--- config.mk ---
export PLATFORM = sky130hd
export DESIGN_NAME = burst_addr_gen
export DESIGN_NICKNAME = d
export VERILOG_FILES = /design/src/rtl/burst_addr_gen_pkg.sv /design/src/rtl/bag_mask_reg.sv /design/src/rtl/bag_counter.sv /design/src/rtl/bag_wrap_flag.sv /design/src/rtl/burst_addr_gen.sv
export SDC_FILE = /design/constraint.sdc
export NUM_CORES = 1
export LEC_CHECK = 0
export ABC_AREA = 1
export BUFFER_PORTS_ARGS = -buffer_cell sky130_fd_sc_hd__buf_2
export CORE_MARGIN = 2
export CORE_UTILIZATION = 51
export CTS_BUF_LIST = sky130_fd_sc_hd__clkbuf_2
export DETAILED_ROUTE_END_ITERATION = 6
export PLACE_DENSITY = 0.81
export REMOVE_ABC_BUFFERS = 1
export SYNTH_ARGS = -nofsm -noshare
export SYNTH_HDL_FRONTEND = slang
export SYNTH_HIERARCHICAL = 1
export SYNTH_SLANG_ARGS = --single-unit
--- constraint.sdc ---
create_clock -name clk -period 1.39 [get_ports clk]
set_input_delay 0.2085 -clock clk [delete_from_list [all_inputs] [get_ports clk]]
set_output_delay 0.2085 -clock clk [all_outputs]
set_load 0.005 [all_outputs]
--- src/rtl/burst_addr_gen_pkg.sv ---
// Shared types of the masked burst address counter.
package burst_addr_gen_pkg;
    // Action the counter register takes at the next rising edge.
    typedef enum logic [1:0] {
        OP_HOLD  = 2'd0,
        OP_STEP  = 2'd1,
        OP_LOAD  = 2'd2,
        OP_CLEAR = 2'd3
    } cnt_op_e;
endpackage

--- src/rtl/bag_mask_reg.sv ---
// Mask register: ones mark the counting bits.
// Assumes software writes only contiguous masks that start at bit 0.
module bag_mask_reg #(
    parameter int AW = 17
) (
    input  logic          clk,
    input  logic          rst_n,
    input  logic          ld,
    input  logic [AW-1:0] din,
    output logic [AW-1:0] mask_q
);
    // Reset to all ones (full-range counting), otherwise write on ld.
    always_ff @(posedge clk) begin
        if (!rst_n)
            mask_q <= '1;
        else if (ld)
            mask_q <= din;
    end
endmodule

--- src/rtl/bag_counter.sv ---
// Address counter: carry is confined to the masked field.
// Assumes a contiguous mask. wrap_evt flags a step taken from an all-ones field.
module bag_counter
    import burst_addr_gen_pkg::*;
#(
    parameter int AW = 17
) (
    input  logic          clk,
    input  logic          rst_n,
    input  cnt_op_e       op,
    input  logic [AW-1:0] din,
    input  logic [AW-1:0] mask,
    output logic [AW-1:0] cnt_q,
    output logic          wrap_evt
);
    logic [AW-1:0] stepped;
    logic [AW-1:0] cnt_d;

    // Increment inside the field and keep the fixed bits.
    always_comb begin
        stepped = (cnt_q & ~mask) | ((cnt_q + 1'b1) & mask);
    end

    // Pick the next value from the decoded action.
    always_comb begin
        unique case (op)
            OP_STEP:  cnt_d = stepped;
            OP_LOAD:  cnt_d = din;
            OP_CLEAR: cnt_d = cnt_q & ~mask;
            default:  cnt_d = cnt_q;
        endcase
    end

    // A wrap is a step taken while the whole counting field is ones.
    always_comb begin
        wrap_evt = (op == OP_STEP) && ((cnt_q & mask) == mask);
    end

    // Counter register with synchronous reset.
    always_ff @(posedge clk) begin
        if (!rst_n)
            cnt_q <= '0;
        else
            cnt_q <= cnt_d;
    end
endmodule

--- src/rtl/bag_wrap_flag.sv ---
// Sticky event flag: set wins over clear in the same cycle.
module bag_wrap_flag (
    input  logic clk,
    input  logic rst_n,
    input  logic set,
    input  logic clr,
    output logic q
);
    // Hold until cleared; a fresh event is never lost.
    always_ff @(posedge clk) begin
        if (!rst_n)
            q <= 1'b0;
        else if (set)
            q <= 1'b1;
        else if (clr)
            q <= 1'b0;
    end
endmodule

--- src/rtl/burst_addr_gen.sv ---
// Top of the masked burst address counter for one memory port.
// Decodes the strobes into one counter action, and drives the readback mux.
// Assumes a contiguous mask and inputs that are synchronous to clk.
module burst_addr_gen
    import burst_addr_gen_pkg::*;
#(
    parameter int AW = 17
) (
    input  logic          clk,
    input  logic          rst_n,
    input  logic          ads_n,
    input  logic          cnten_n,
    input  logic          cntrst_n,
    input  logic          mask_ld,
    input  logic          ack,
    input  logic          rb_sel,
    input  logic [AW-1:0] addr_in,
    output logic [AW-1:0] addr_out,
    output logic [AW-1:0] rb_data,
    output logic          wrap_irq
);
    cnt_op_e       op;
    logic [AW-1:0] mask_q;
    logic          wrap_evt;
    logic          flag_clr;

    // Action priority: clear, then load, then step, else hold.
    always_comb begin
        if (!cntrst_n)
            op = OP_CLEAR;
        else if (!cnten_n && !ads_n)
            op = OP_LOAD;
        else if (!cnten_n)
            op = OP_STEP;
        else
            op = OP_HOLD;
    end

    // The flag clears on an acknowledge or on a load that takes effect.
    always_comb begin
        flag_clr = ack || (op == OP_LOAD);
    end

    bag_mask_reg #(.AW(AW)) i_mask (
        .clk    (clk),
        .rst_n  (rst_n),
        .ld     (mask_ld),
        .din    (addr_in),
        .mask_q (mask_q)
    );

    bag_counter #(.AW(AW)) i_cnt (
        .clk      (clk),
        .rst_n    (rst_n),
        .op       (op),
        .din      (addr_in),
        .mask     (mask_q),
        .cnt_q    (addr_out),
        .wrap_evt (wrap_evt)
    );

    bag_wrap_flag i_flag (
        .clk   (clk),
        .rst_n (rst_n),
        .set   (wrap_evt),
        .clr   (flag_clr),
        .q     (wrap_irq)
    );

    // Readback: the mask or the counter.
    always_comb begin
        rb_data = rb_sel ? mask_q : addr_out;
    end
endmodule

==> run_results.csv, run 1 <==
group,metric,value,unit
logic_synthesis,syn_inst,420,
setup_path,required,1.70,ns
clock_network,clkLatencyLatePin,0.38,ns
clock_network,clk_pin_slew,0.18,ns
setup_path,cp-start-kind,"register",
timing,maxSlewHeadroom,75.0,%
final_layout,antennaDiodeCount,0,
grt,grt_start_max_net_pins,36,
run_status,status,"finished with violations",
grt,overflow,0,
power,max-vdd-ir-drop,0.403,mV
place,port_buffers,59,
logic_synthesis,synth-async-reset-ratio,0,%
die,coreArea,0.00482,mm²
logic_synthesis,netlist_top_cells_area,"dfxtp_1 (27%), nand2_1 (16%), inv_1 (9.0%), o21ai_0 (6.4%), nand3_1 (5.4%)",
setup_path,cp.arrival,1.71,ns
timing,hold_viol,0,
detailed_routing,routed_wl,8070,µm
die,start_util,53.9,%
logic_synthesis,ys.flop_type,"dfxtp_1",
detailed_routing,vias_per_cell,5.61,
timing,grt_setup_unrepaired,"yes",
die,dieArea,0.00568,mm²
grt,grt_pass1_vias,2831,
min_path,hold_class,"in -> reg",
timing,clock.fmax,716,MHz
final_layout,final.fill_count,406,
detailed_routing,vias,3293,
clock_network,h-tree-depth,2,
setup_path,worstPathMaxFanout,4,
place,post-dp-hpwl,5460,µm
timing,final_max_slew_viol_count,0,
clock_network,cts_hold_buf,0,
timing,tns,-0.00579,ns
detailed_routing,route.detailed.drc,0,
detailed_routing,wl_per_cell,13.7,µm
clock_network,clock-root-buffer,"clkbuf_2",
logic_synthesis,synth.top_cell.area_share,27.0,%
power,pwr-share-clk,18.6,%
power,p_leak,1.73,nW
timing,setup_viol,1,
final_layout,instances_no_fill,587,
run,cap_violations,0,
die,ios,60,
timing,fin_ws,-0.00579,ns
detailed_routing,drtIter0Drc,330,
final_layout,layout.nets,547,
logic_synthesis,yosysTopAreaCell,"dfxtp_1",
logic_synthesis,yosysSeqAreaShare,27.0,%
die,die_x,75.4,µm
power,power_frac_comb,34.8,%
timing,period_share,100,%
setup_path,slowest_stage,"dfxtp_4",
detailed_routing,final_antenna_net_count,0,
timing,fin_skew,0.00781,ns
grt,antenna_found_initial,0,
grt,grt.total_usage,28.4,%
setup_path,worstSetupPathType,"reg -> reg",
setup_path,crit_chain,"ha_4 > nand3_4 > nor2_4 > xor2_2 > nand3_1 > a21oi_1",
logic_synthesis,yosysWarningCount,6,
setup_path,endpoint_kind,"register",
timing,tightest_slew,0.372,ns
clock_network,cts.sinks,35,
final_layout,final_cell_mix,"nand2_1 (107), inv_1 (58), buf_2 (58)",
final_layout,drive_gt1_share,36.9,%
power,switchingPower,0.913,mW
final_layout,mostFrequentLayoutCell,"nand2_1",
power,p_seq_share,46.6,%
die,die_h,75.4,µm
logic_synthesis,synth_area,0.00260,mm²
setup_path,crit_path_max_incr_delay,0.42,ns
place,routabilityCongestion,0.943,
power,p_sw_share,36.1,%
place,placed_cells,566,
detailed_routing,first_pass_iters,6,
logic_synthesis,syn-mean-instance-area,6.19,µm²
grt,grt_pass1_wl,12500,µm
logic_synthesis,synth_cell_type_count,35,
timing,period_needed,1.40,ns
clock_network,cts_buffer_depth,2,
clock_network,cts_tree,"yes",
logic_synthesis,synth.ff_latch_count,35,
final_layout,area_growth,35.7,%
die,rows,25,
power,p_int,1.61,mW
clock_network,numCtsBuffers,5,
run_status,violations,"negative setup slack",
power,p_per_area,717,mW/mm²
logic_synthesis,synth_edf_count,0,
[synthesized netlist by cell type (all sizes together) (3+ instances only)]
cell type and number:
a211oi 8, a21oi 27, clkbuf 3, nor3 9, dfxtp 35, o21ai 39, nand2 124, ha 3
buf 13, nand3 39, nor2 28, inv 64, a31oi 7, o22ai 4, nand4 5
[through the flow]
| stage | utilization [%] | setup WS, ns | hold WS (ns) | instance area [µm²] | total power [mW] |
|---|---|---|---|---|---|
| 6_report | 73.2 | -0.00579 | 0.0427 | 3530 | 2.53 |
| 5_1_grt | 73.2 | -0.0493 | 0.00787 | 3530 | 2.72 |
| 4_1_cts | 70.1 | 0.000256 | 0.0203 | 3380 | 2.48 |
| 3_5_place_dp | 66.4 | -0.131 | 0.444 | 3200 | 1.96 |
| 3_3_place_gp | 66.4 | -0.0287 | 0.437 | 3200 | 1.93 |
| 2_1_floorplan | - | -1.41 | 0.281 | 2490 | 1.56 |
[what timing repair did]
action,in CTS,in global routing
resized for setup,29,58
setup buffers,13,7
pin swaps,0,10
endpoints found under the setup margin,21,32
[logic make-up (layout without fill, tap and decap cells)]
logic type / count (synthesis) / count (layout) / synth area share [%]
AOI/OAI and AO/OA: 90 / 90 / 19.4
xor gates and xnor gates: 3 / 3 / 1.01
adders and majority gates: 3 / 3 / 1.44
buffers and inverters: 80 / 180 / 13.7
DFF: 35 / 35 / 27.0
and+or+nand+nor: 209 / 209 / 37.5
[final cells by class]
cell class / instances / area [µm²] / area share (%)
inverters: 64 / 245 / 6.96
clock buffers: 6 / 30.0 / 0.852
multi-input cells: 305 / 1630 / 46.3
flip-flops and latches: 35 / 768 / 21.8
well taps: 67 / 83.8 / 2.38
repair buffers: 108 / 758 / 21.5
clock inverters: 2 / 7.51 / 0.213
[power by group through the flow]
stage,clock [mW],sequential (mW),combinational [mW]
2_1_floorplan,0,1.20,0.357
3_3_place_gp,0,1.19,0.737
3_5_place_dp,0,1.20,0.758
4_1_cts,0.493,1.16,0.830
5_1_grt,0.553,1.19,0.975
6_report,0.471,1.18,0.878
[final timing paths]
check,startpoint,end,slack [ns],cells after the start
worst max-delay path,i_cnt/cnt_q[0],register,-0.006,6
worst min-delay path,addr_in[3],i_mask/mask_q[3],0.04,3
worst max register to register,i_cnt/cnt_q[0],register,-0.006,6
worst min register to register,i_flag/q,i_flag/q,0.50,2
[metal layers]
layer	global-route usage (%)	vias up	routed length, µm
met5	0	-	0
met4	12.1	0	238
met3	4.23	30	526
met2	47.1	162	3990
met1	36.8	1525	3320
li1	-	1576	-
[critical path: cells and delay by family (launching register included)]
kind | cells | cell delay (ns)
compound gates | 1 | 0.15
xor+xnor | 1 | 0.19
flops | 1 | 0.42
simple gates | 3 | 0.40
fa+ha+maj | 1 | 0.16
(Power assumes the default switching activity.)
==> run 2: changes to the inputs <==
--- a/config.mk
+++ b/config.mk
@@ -8,12 +8,11 @@
 export ABC_AREA = 1
 export BUFFER_PORTS_ARGS = -buffer_cell sky130_fd_sc_hd__buf_2
 export CORE_MARGIN = 2
-export CORE_UTILIZATION = 51
+export CORE_UTILIZATION = 49
 export CTS_BUF_LIST = sky130_fd_sc_hd__clkbuf_2
 export DETAILED_ROUTE_END_ITERATION = 6
-export PLACE_DENSITY = 0.81
+export PLACE_DENSITY = 0.8
 export REMOVE_ABC_BUFFERS = 1
 export SYNTH_ARGS = -nofsm -noshare
 export SYNTH_HDL_FRONTEND = slang
-export SYNTH_HIERARCHICAL = 1
 export SYNTH_SLANG_ARGS = --single-unit
==> run_results.csv, run 2 <==
group,metric,value,unit
logic_synthesis,yosysSeqAreaShare,30.7,%
place,routabilityCongestion,0.933,
final_layout,instances_no_fill,526,
run_status,status,"finished clean",
power,p_per_area,713,mW/mm²
timing,whs,0.0236,ns
logic_synthesis,syn_inst,382,
clock_network,clock-root-buffer,"clkbuf_2",
logic_synthesis,synth-compound-area-share,23.3,%
grt,grt_pass1_vias,2469,
detailed_routing,vias,2954,
place,port_buffers,59,
timing,tightest_slew,0.549,ns
logic_synthesis,yosys.area_share.adder,1.64,%
detailed_routing,vias_per_cell,5.62,
min_path,hold_class,"in -> reg",
die,start_util,51.8,%
power,p_int,1.44,mW
logic_synthesis,synth_area,0.00228,mm²
grt,grt.total_usage,27.1,%
detailed_routing,routed_wl,7430,µm
die,die_x,72.3,µm
logic_synthesis,synth-xor-area-share,0,%
clock_network,cts.sinks,35,
timing,fin_ws,0.00436,ns
die,dieArea,0.00523,mm²
clock_network,clkLatencyLatePin,0.40,ns
setup_path,worstPathMaxFanout,5,
clock_network,cts_tree,"yes",
clock_network,cts_buffer_depth,2,
logic_synthesis,synth-async-reset-ratio,0,%
setup_path,required,1.70,ns
logic_synthesis,synth_top_family_by_area,"simple AND/OR/NAND/NOR gates",
power,power_frac_comb,28.0,%
place,place_ws,0.0130,ns
grt,grt_pass1_wl,11300,µm
setup_path,cp-start-kind,"register",
power,p_leak,1.53,nW
clock_network,numCtsBuffers,5,
logic_synthesis,yosysTopAreaCell,"dfxtp_1",
detailed_routing,route.detailed.drc,0,
timing,clock.fmax,722,MHz
logic_synthesis,synthMuxAreaShare,0,%
grt,grt_start_max_net_pins,35,
die,ios,60,
clock_network,h-tree-depth,2,
clock_network,cts_hold_buf,0,
timing,fin_skew,0.0167,ns
logic_synthesis,synth_cell_type_count,28,
die,coreArea,0.00441,mm²
timing,setup_viol,0,
logic_synthesis,synth.ff_latch_count,35,
die,rows,24,
detailed_routing,wl_per_cell,14.1,µm
power,pwr-share-clk,22.0,%
setup_path,worstSetupPathType,"reg -> reg",
timing,grt_setup_unrepaired,"yes",
grt,antenna_found_initial,0,
place,placed_cells,503,
power,p_seq_share,50.1,%
logic_synthesis,syn-mean-instance-area,5.98,µm²
logic_synthesis,synth_edf_count,0,
logic_synthesis,synthTopCellsByCount,"nand2_1 (104), o21ai_0 (49), inv_1 (43)",
power,max-vdd-ir-drop,0.485,mV
logic_synthesis,yosysWarningCount,0,
final_layout,antennaDiodeCount,0,
detailed_routing,final_antenna_net_count,0,
die,die_h,72.3,µm
power,switchingPower,0.775,mW
timing,period_share,99.7,%
detailed_routing,first_pass_iters,5,
timing,hold_viol,0,
logic_synthesis,netlist_top_cells_area,"dfxtp_1 (31%), nand2_1 (17%), o21ai_0 (11%), a21oi_1 (9.0%), inv_1 (7.1%)",
timing,maxSlewHeadroom,63.4,%
setup_path,cp.arrival,1.70,ns
logic_synthesis,synth.top_cell.area_share,30.7,%
final_layout,area_growth,36.1,%
power,p_sw_share,35.0,%
final_layout,drive_gt1_share,31.6,%
run,cap_violations,0,
logic_synthesis,synth_simple_gate_area_share,33.7,%
setup_path,endpoint_kind,"register",
detailed_routing,drtIter0Drc,246,
timing,final_max_slew_viol_count,0,
final_layout,final_cell_mix,"nand2_1 (103), buf_2 (59), a21oi_1 (40)",
timing,period_needed,1.39,ns
grt,overflow,0,
logic_synthesis,ys.flop_type,"dfxtp_1",
final_layout,mostFrequentLayoutCell,"nand2_1",
clock_network,clk_pin_slew,0.19,ns
logic_synthesis,synth.most_common_cell,"nand2_1",
place,post-dp-hpwl,5060,µm
final_layout,layout.nets,501,
[run 2: cell count changes in the layout (fill, tap and decap cells not counted), moves of 7 or more]
cell,delta
nand2_2,-14
inv_1,-22
nor2_1,+7
nand3_2,-9
a21oi_1,+15
a211oi_1,-8
nor3_1,-8
dfxtp_1,+10
o21ai_0,+19
[run 2: final timing paths]
check             cells past startpoint       start  slack, ns                to
setup / recovery                      8    register      0.004          register
hold / removal                        3  addr_in[0]       0.02  i_mask.mask_q[0]
setup reg to reg                      8    register      0.004          register
hold reg to reg                       2    register       0.51          register
[run 2: cell type report]
| type | instances | area, µm² |
|---|---|---|
| multi-input combinational | 286 | 1430 |
| fill | 366 | 1310 |
| sequential | 35 | 743 |
| timing repair buffer | 99 | 647 |
| inverter | 46 | 183 |
| tap | 52 | 65.1 |
| clock buffer | 6 | 30.0 |
| clock inverter | 2 | 7.51 |
[run 2: layer usage]
metal	wire (µm)	GRT usage, %	vias to the layer above
met2	3410	43.4	181
met5	0	0	-
met3	646	5.28	37
met4	231	8.60	0
met1	3140	36.9	1300
li1	-	-	1436
[run 2: cells by family after synthesis]
kind of cell	after synthesis
simple gates	179
compound gates	104
buf+inv	61
flops	35
fa+ha+maj	3
[run 2: worst max-delay path: stages (launching register included)]
cell	delay, ns
dfxtp_4	0.41
buf_4	0.12
nand3_4	0.09
nor2_1	0.14
buf_4	0.15
buf_4	0.11
a21oi_1	0.05
o21ai_0	0.14
a21oi_1	0.08
[run 2: power by group through the flow]
stage | clock network (mW) | registers, mW | logic, mW
floorplan | 0 | 1.13 | 0.270
global placement | 0 | 1.13 | 0.528
detailed placement | 0 | 1.14 | 0.535
CTS | 0.488 | 1.11 | 0.557
global route | 0.527 | 1.12 | 0.685
finish | 0.487 | 1.11 | 0.620
[run 2: what timing repair did]
action / CTS / global route
gates resized for setup: 20 / 55
gates cloned: 0 / 0
setup buffers: 10 / 5
pin swaps: 0 / 11
endpoints found under the setup margin: 19 / 28
[run 2: stage by stage]
step / util [%] / TNS [ns] / cell area [µm²] / total power, mW
global route: 70.4 / -0.858 / 3110 / 2.33
finish: 70.4 / 0 / 3110 / 2.22
global placement: 63.1 / 0 / 2790 / 1.66
floorplan: - / 0 / 2210 / 1.40
detailed placement: 63.1 / 0 / 2790 / 1.67
CTS: 66.2 / 0 / 2920 / 2.16
